--- src/rtl/pause_frame_sched.sv ---
module pause_frame_sched #(
  parameter int TW      = 16,
  parameter int LAT_ADJ = 32
) (
  input  logic          clk,
  input  logic          rst_n,
  input  logic          fc_req,
  input  logic [TW-1:0] cfg_pause_time,
  input  logic          cfg_end_pause_en,
  input  logic          rx_pause_hold,
  input  logic          quanta_tick,
  input  logic          tx_busy,
  input  logic          tx_done,
  input  logic          pkt_ready,
  input  logic          pf_ack,
  output logic          pf_req,
  output logic [TW-1:0] pf_time,
  output logic          pkt_grant
);

  localparam logic [TW-1:0] ADJ = TW'(LAT_ADJ);
  localparam logic [TW-1:0] ONE = TW'(1);

  typedef enum logic [2:0] {
    S_IDLE, S_REQ, S_SEND, S_WAIT, S_ZREQ, S_ZSEND
  } st_t;

  st_t           st, st_nx;
  logic [TW-1:0] cnt;
  logic          due;

  wire           accept     = pf_req && pf_ack;
  wire           timing     = (st == S_SEND) || (st == S_WAIT);
  wire           expire_now = quanta_tick && (cnt <= ONE);
  wire [TW-1:0]  load_val   = (cfg_pause_time > ADJ) ? cfg_pause_time - ADJ : '0;
  wire           grant_ok   = ((st == S_IDLE) && !fc_req) ||
                              ((st == S_WAIT) && fc_req && !expire_now);

  assign pf_req    = ((st == S_REQ) || (st == S_ZREQ)) && !tx_busy;
  assign pf_time   = (st == S_ZREQ) ? '0 : cfg_pause_time;
  assign pkt_grant = grant_ok && pkt_ready && !tx_busy && !rx_pause_hold;

  always_comb begin
    st_nx = st;
    case (st)
      S_IDLE:  if (fc_req) st_nx = S_REQ;
      S_REQ:   if (accept) st_nx = S_SEND;
      S_SEND:
        if (tx_done) begin
          if (!fc_req)                 st_nx = cfg_end_pause_en ? S_ZREQ : S_IDLE;
          else if (due || expire_now)  st_nx = S_REQ;
          else                         st_nx = S_WAIT;
        end
      S_WAIT:
        if (!fc_req)         st_nx = cfg_end_pause_en ? S_ZREQ : S_IDLE;
        else if (expire_now) st_nx = S_REQ;
      S_ZREQ:  if (accept)  st_nx = S_ZSEND;
      S_ZSEND: if (tx_done) st_nx = S_IDLE;
      default: st_nx = S_IDLE;
    endcase
  end

  always_ff @(posedge clk) begin
    if (!rst_n) begin
      st  <= S_IDLE;
      cnt <= '0;
      due <= 1'b0;
    end else begin
      st <= st_nx;
      if ((st == S_REQ) && accept)
        cnt <= load_val;
      else if (timing && quanta_tick && (cnt != '0))
        cnt <= cnt - ONE;
      if (st == S_SEND) begin
        if (expire_now) due <= 1'b1;
      end else begin
        due <= 1'b0;
      end
    end
  end

endmodule

--- config.mk ---
export PLATFORM = sky130hd
export DESIGN_NAME = pause_frame_sched
export DESIGN_NICKNAME = d
export VERILOG_FILES = /design/src/rtl/pause_frame_sched.sv
export SDC_FILE = /design/constraint.sdc
export NUM_CORES = 1
export LEC_CHECK = 0
export BUFFER_PORTS_ARGS = -buffer_cell sky130_fd_sc_hd__buf_2
export CORE_MARGIN = 2
export CORE_UTILIZATION = 53
export CTS_CLUSTER_SIZE = 28
export DETAILED_ROUTE_END_ITERATION = 8
export HOLD_SLACK_MARGIN = 0.02
export PLACE_DENSITY_LB_ADDON = 0.1
export SLEW_MARGIN = 20
export SYNTH_ARGS = -nofsm -noshare
export SYNTH_HDL_FRONTEND = slang
export SYNTH_SLANG_ARGS = --single-unit
--- constraint.sdc ---
create_clock -name clk -period 2.6 [get_ports clk]
set_input_delay 0.13 -clock clk [delete_from_list [all_inputs] [get_ports clk]]
set_output_delay 0.13 -clock clk [all_outputs]
set_load 0.005 [all_outputs]
== After elaboration in Yosys (flattened, before gate mapping) ==
Cells that the tools add are included.
Word-level totals
  flip-flop bits (word level): 20
  bits of input ports: 26
  logic and storage cells: 58
Cells by class
  add/subtract/negate cells: 2
  $lt $le $gt $ge: 2
  equality and inequality tests: 11
  multiplexer cells: 15
  reductions and logical operators: 25
Operators by type and width (count)
  $mux W16: 4
  $mux W3: 9
  $pmux W3 S6: 1
  $gt A16 B6 Y1 const B: 1
  $le A16 B1 Y1 const B: 1
  $reduce_bool A16 Y1: 1
  $sub A16 B1 Y16 const B: 1
  $sub A16 B6 Y16 const B: 1
  $logic_and A1 B1 Y1: 12
  $ne A2 B2 Y1 const B: 5
  $eq A3 B2 Y1 const B: 2
  $eq A3 B3 Y1 const B: 2
  $reduce_and A6 Y1: 1
  $logic_not A1 Y1: 4
  $logic_or A1 B1 Y1: 4
  $eq A3 B1 Y1 const B: 1
  $logic_not A3 Y1: 1
  $ne A3 B3 Y1 const B: 1
  $mux W2: 1
  $reduce_and A2 Y1: 1
  $reduce_bool A2 Y1: 1

== Longest topological paths before layout ==
Gate-level depths: netlist of run 1.
  depth in word-level cells: 8
  gate-level depth with buffers: 8
  mapped depth without buffers: 7

== Least setup slack after synthesis of run 1 ==
Ideal clock, no wire load.
  kind: register to register
  start point: register cnt[0]
  end point: register cnt[5]
  setup time: 0.122 ns
  arrival time: 2.029 ns
  slack: 0.449 ns
  cell stages (with the launch flop): 8
  period minus slack after synthesis: 2.151 ns
  cell sequence: dfxtp_1 inv_1 ha_1 or4b_1 or4_4 o21a_4 buf_6 o311a_1
On the way
  cells in the longest elaborated chain, start to end: 3
Ends and longest elaborated chain
  start: declaration: RTL line 29  | logic [TW-1:0] cnt;
  start signal: assignment: RTL line 71  | cnt <= load_val;
  start signal: assignment: RTL line 73  | cnt <= cnt - ONE;
  $sub A16 B1 Y16 / $reduce_bool A16 Y1 (equally long branches): RTL line 73, 72
  $mux W16 / $logic_and A1 B1 Y1 (equally long branches): RTL line 72  | else if (timing && quanta_tick && (cnt != '0))
  $mux W16 / $reduce_bool A2 Y1 (equally long branches)
Several ways; a longest one is shown, not always the timed one. The select of a mux whose other input is x is not followed.
A chain may end at the register's enable or synchronous reset.

== Worst setup path in the final report of run 1 ==
  start point: register cnt[11]
  end point: output port pkt_grant
On the way
  cells in the longest elaborated chain, start to end: 8
Ends and longest elaborated chain
  $le A16 B1 Y1: RTL line 34  | wire expire_now = quanta_tick && (cnt <= ONE);
  $logic_and A1 B1 Y1: RTL line 34
  $logic_not A1 Y1: RTL line 37  | ((st == S_WAIT) && fc_req && !expire_now);
  $logic_and A1 B1 Y1: RTL line 37
  $logic_or A1 B1 Y1: RTL line 36  | wire grant_ok = ((st == S_IDLE) && !fc_req) ||
  $logic_and A1 B1 Y1 (3 in a row): RTL line 41  | assign pkt_grant = grant_ok && pkt_ready && !tx_busy && !rx_pause_hold;
  end: declaration: RTL line 18  | output logic pkt_grant
Every way passes these cells.

==> results of run 1 <==
[flip-flops by register name (all words and copies together), names as in the netlist]
signal / flops
cnt: 16
due: 1
st: 3
[layout make-up]
class                   instances  area, um2
clock buffers                   4       36.3
fillers                       282       1040
inverters                       7       26.3
multi-input cells             182       1220
flip-flops and latches         20        405
well taps                      44       55.1
repair buffers                 47        245
[layout by cell type (no fill, tap or decap), types with 2 or more instances in the layout]
cell type / n
or4b_1: 3
dfxtp_1: 18
inv_1: 7
or3_1: 4
nor4_1: 8
nor3_1: 10
o2bb2ai_1: 3
nand2_1: 10
and3_1: 3
nor2_1: 21
xor2_1: 8
or4_4: 2
a31oi_1: 3
a21oi_1: 13
a211oi_1: 5
nor2b_1: 15
ha_1: 4
a41o_1: 2
nand2b_1: 5
nor4b_1: 2
mux2i_1: 2
a31o_2: 4
buf_2: 43
o31ai_1: 3
o21ai_0: 6
buf_4: 4
xnor2_1: 6
o22ai_1: 3
o211ai_1: 4
clkbuf_4: 3
or4_1: 2
or2_2: 2
nand3_1: 7
o311a_1: 2
[worst max-delay path by stage]
stage,to,cells after the start,slack (ns)
6_report,pkt_grant,6,0.14
3_3_place_gp,pkt_grant,6,0.37
3_5_place_dp,cnt[12]$_SDFFE_PN0P_,7,0.33
4_1_cts,pkt_grant,6,0.004
5_1_grt,pkt_grant,6,0.005
2_1_floorplan,cnt[5]$_SDFFE_PN0P_,7,0.45
[cells by family after synthesis]
kind of cell,after synthesis
AOI/OAI and AO/OA,58
xor gates and xnor gates,14
adders and majority gates,4
buffers and inverters,19
DFF,20
muxes,2
and+or+nand+nor,104
[power by group]
group	internal [mW]	total [mW]	switching, mW
logic	0.173	0.370	0.198
clock network	0.0855	0.185	0.0997
registers	0.326	0.350	0.0240
total	0.584	0.905	0.321
[repair_timing]
item | 4_1_cts | 5_1_grt
gates resized for setup | 0 | 5
endpoints found under the setup margin | 0 | 1
hold buffers | 0 | 0
[per-layer routing]
layer  global-route usage [%]  vias to the layer above
li1                         -                      906
met3                     3.20                        7
met2                     40.2                       81
met4                     6.52                        0
met1                     33.9                      814
met5                        0                        -
==> flow_summary.toml, run 1 <==
[hold_path]
hold_end = "cnt[2]$_SDFFE_PN0P_"
min-delay-start = "cfg_pause_time[2]"
min_path_cells = 2
hp-class = "in -> reg"

[routing]
wire_per_inst_um = 13.7
firstDrtPassIters = 5
drt_iter0_drc = 127
ant_nets = 0
routed_wl_mm = 4.17
vias = 1808
dr_wl_met3_um = 276
met2_length_mm = 1.91
via_per_inst = 5.95
remaining_drc_errors = 0
drt-met1-wl_mm = 1.94
top_layer = "met4"

[synth]
synth.area.mux_share_pct = 1.19
synth_fp_nets = 251
synthAdderAreaFrac_pct = 2.97
yosysUniqueCellTypes = 54
syn_inst = 221
synthArstFlopShare_pct = 0
yosysMostFrequentCell = "nor2_1"
synth_top_family_by_area = "simple AND/OR/NAND/NOR gates"
synth.yosys.seq_area_share_pct = 23.7
synth_compound_area_share_pct = 24.9
synth-xor-area-share_pct = 7.27
synth_area_leaders = "dfxtp_1, nor2b_1, nor2_1, xor2_1, a21oi_1"
synthSimpleGateAreaFrac_pct = 35.2
synth.cell_area_um2 = 1690
ys_warn_count = 0
yosysTopAreaCell = "dfxtp_1"
synthFlopType = "dfxtp_1"
synth_common_cells = "nor2_1, dfxtp_1, nor2b_1, a21oi_1"
ys_seq_elements = 20
synth_edf_count = 0
syn_area_per_cell_um2 = 7.63
synth_top_area_share_pct = 23.7

[critical_path]
path_max_fanout = 6
critPathLaunchType = "register"
path_class = "reg -> out"
regToRegEndpoint = "cnt[12]$_SDFFE_PN0P_"
cp.required_ns = 2.47
reg2regPathDepth = 7
regToRegSetupSlack_ns = 0.30
cpPeakStageDelay_ns = 0.58
crit_arrival_ns = 2.33
critical-path-top-delay-family = "simple AND/OR/NAND/NOR gates"
cp_cell_sequence = "or4_1 > or2_4 > o41a_1 > a31oi_1 > nor4_1 > buf_2"
cp_num_buf_inv = 1
startpoint = "cnt[11]$_SDFFE_PN0P_"
reg2reg_from = "cnt[0]$_SDFFE_PN0P_"
critPathCaptureType = "output port"
cp_slowest_cell = "or4_1"

[placed_design]
dp.cells = 300
hpwlAfterDp_mm = 3.19
portBuffers = 43
dpl_worst_slack_ns = 0.328
dpl_cell_area_um2 = 1940
gp_congestion = 0.856

[floorplanning]
die-area_um2 = 3650
start_util_pct = 55.7
die_w_um = 60.4
io_pins = 44
coreArea_um2 = 3030
row_count = 20
die_y_um = 60.4

[layout]
layout-drive-gt1-share_pct = 25.4
antenna_cells = 0
areaGrowthSynthToFinish_pct = 17.7
post-route-cell-area_um2 = 1990
stdcell_count = 304
fin_util_pct = 65.6
fin_nets = 291

[clock_network]
cts.sinks = 20
cts_buffers = 3
clk_pin_slew_ns = 0.12
h-tree-depth = 1
cts_root_buf = "clkbuf_4"
clk-insertion-delay-late_ns = 0.31
cts_tree = "done"
cts.path.max_buffers = 2
cts_setup_buffers = 0

[grt]
grt_max_degree = 18
antenna_found_initial = 0
grt_pass1_wl_mm = 6.86
grt-ovfl-total = 0
first_global_vias = 1516
track_usage_pct = 24.4

[power]
power.total_mw = 0.905
power_density_nw_per_um2 = 456
vdd_ir_drop_max_mv = 0.227
p_leak_nw = 0.848

[sta]
setup_slack_ns = 0.144
slew_headroom_pct = 67.5
finalCritPeriodShare_pct = 94.5
fin_tns_setup_ns = 0
drv_slew = 0
worst_slew_pin_slew_ns = 0.485
hold_ws_ns = 0.0439
setup_viol = 0
timing.fmax_ghz = 0.407
final.min_clock_period_ns = 2.46
hold_violations = 0
rsz0062_at_grt = "no"
finClkSkew_ns = 0.00631

[run]
max-cap-violations = 0

[run_status]
status = "completed"
(Power assumes the default switching activity.)
==> run 2, diff against run 1 <==
--- a/config.mk
+++ b/config.mk
@@ -7,7 +7,7 @@
 export LEC_CHECK = 0
 export BUFFER_PORTS_ARGS = -buffer_cell sky130_fd_sc_hd__buf_2
 export CORE_MARGIN = 2
-export CORE_UTILIZATION = 53
+export CORE_UTILIZATION = 55
 export CTS_CLUSTER_SIZE = 28
 export DETAILED_ROUTE_END_ITERATION = 8
 export HOLD_SLACK_MARGIN = 0.02
==> constraint.sdc (replaced) <==
create_clock -name clk -period 3.1 [get_ports clk]
set_input_delay 0.155 -clock clk [delete_from_list [all_inputs] [get_ports clk]]
set_output_delay 0.155 -clock clk [all_outputs]
set_load 0.005 [all_outputs]
==> flow_summary.toml, run 2 (synthesis gave the netlist of run 1 again) <==
[run_status]
status = "completed"

[clock_network]
cts_root_buf = "clkbuf_4"
hold_buffers = 0
cts_setup_buffers = 0
cts_resized = 0
clk-insertion-delay-late_ns = 0.30
cts_buffers = 3
h-tree-depth = 1
cts.path.max_buffers = 2
cts_tree = "done"
cts.sinks = 20
clk_pin_slew_ns = 0.13

[placed_design]
dpl_cell_area_um2 = 1920
dpl_worst_slack_ns = 0.808
hpwlAfterDp_mm = 3.19
dp.cells = 288
gp_congestion = 0.843
portBuffers = 43

[grt]
antenna_found_initial = 0
use_met2_pct = 40.5
first_global_vias = 1515
grt_pass1_wl_mm = 6.93
met3_usage_pct = 4.15
grt_max_degree = 18
grt-ovfl-total = 0
track_usage_pct = 25.4
grt.busiest_layer = "met2"
met1_usage_pct = 36.1

[routing]
remaining_drc_errors = 0
wire_per_inst_um = 14.5
ant_nets = 0
vias = 1781
firstDrtPassIters = 4
via_per_inst = 6.12
drt_iter0_drc = 109
routed_wl_mm = 4.22

[sta]
drv_slew = 0
hold_violations = 0
fin_tns_setup_ns = 0
final.min_clock_period_ns = 2.64
slew_headroom_pct = 66.2
rsz0062_at_grt = "no"
finalCritPeriodShare_pct = 85.1
worst_slew_pin_slew_ns = 0.507
setup_slack_ns = 0.463
finClkSkew_ns = 0.00968
setup_viol = 0
timing.fmax_ghz = 0.379

[power]
power_density_nw_per_um2 = 373
p_leak_nw = 0.834
vdd_ir_drop_max_mv = 0.155

[floorplanning]
die_y_um = 59.4
start_util_pct = 56.6
row_count = 20
io_pins = 44
coreArea_um2 = 2980
die-area_um2 = 3530
die_w_um = 59.4

[critical_path]
crit_arrival_ns = 2.48
cpPeakStageDelay_ns = 0.69
path_class = "reg -> out"
critPathLaunchType = "register"
cp.required_ns = 2.94
cp_slowest_cell = "or4_2"
critPathCaptureType = "output port"
cp_cell_sequence = "or4_2 > or2_1 > o41a_1 > a31oi_1 > nor4_1 > buf_2"
path_max_fanout = 7

[layout]
multi_input_area_um2 = 1210
stdcell_count = 291
layout_common_cells = "buf_2, nor2_1, dfxtp_1, nor2b_1, a21oi_1"
layout_commonest_cell = "buf_2"
post-route-cell-area_um2 = 1940
fin_nets = 290
top_regs = "cnt (16), st (3), due (1)"
largest_register_ffs = 16
areaGrowthSynthToFinish_pct = 15.1
seq_area_um2 = 400
antenna_cells = 0
fin_util_pct = 65.2
layout-drive-gt1-share_pct = 23.6
fill_cells = 275
regMostFlops = "cnt"

[hold_path]
hp-class = "in -> reg"

[run]
max-cap-violations = 0
run 2: cell types whose count changed in the layout (fill, tap and decap cells not counted), sizes merged:
cell    change
buf         -1
clkbuf      -1
run 2: final timing paths:
check	startpoint	end	cells after the start	slack, ns
worst max-delay path	cnt[5]$_SDFFE_PN0P_	pkt_grant	6	0.46
worst min-delay path	cfg_pause_time[2]	cnt[2]$_SDFFE_PN0P_	2	0.06
worst max register to register	cnt[0]$_SDFFE_PN0P_	cnt[12]$_SDFFE_PN0P_	7	0.79
worst min register to register	cnt[15]$_SDFFE_PN0P_	cnt[15]$_SDFFE_PN0P_	2	0.52
run 2: report_power, final:
| group | internal (mW) | total (mW) | switching (mW) | leakage, nW |
|---|---|---|---|---|
| Sequential | 0.273 | 0.298 | 0.0245 | 0.162 |
| Clock | 0.0453 | 0.131 | 0.0856 | 0.0138 |
| Combinational | 0.137 | 0.295 | 0.158 | 0.658 |
| Total | 0.456 | 0.724 | 0.268 | 0.834 |
run 2: layer usage:
layer | up-vias | wire length [um]
li1 | 899 | -
met1 | 809 | 1990
met2 | 71 | 1920
met3 | 2 | 293
met4 | 0 | 19
met5 | - | 0
run 2: stage by stage:
| step | power, mW | hold WS (ns) |
|---|---|---|
| 6_report | 0.724 | 0.0621 |
| 2_1_floorplan | 0.515 | 0.272 |
| 3_3_place_gp | 0.592 | 0.386 |
| 5_1_grt | 0.768 | 0.0605 |
| 4_1_cts | 0.721 | 0.0658 |
| 3_5_place_dp | 0.594 | 0.386 |
run 2: worst max-delay path: cells and delay by family, from the launching register on:
kind                   cells  cell delay, ns
AOI/OAI and AO/OA          2            0.63
buffers and inverters      1            0.14
DFF                        1            0.38
and+or+nand+nor            3            1.04
run 2: area by class of cell:
class                           count  area share, %
Multi-Input combinational cell    182           62.5
Sequential cell                    20           20.6
Timing Repair Buffer               46           12.3
Tap cell                           33           2.13
Inverter                            7           1.35
Clock buffer                        3           1.16
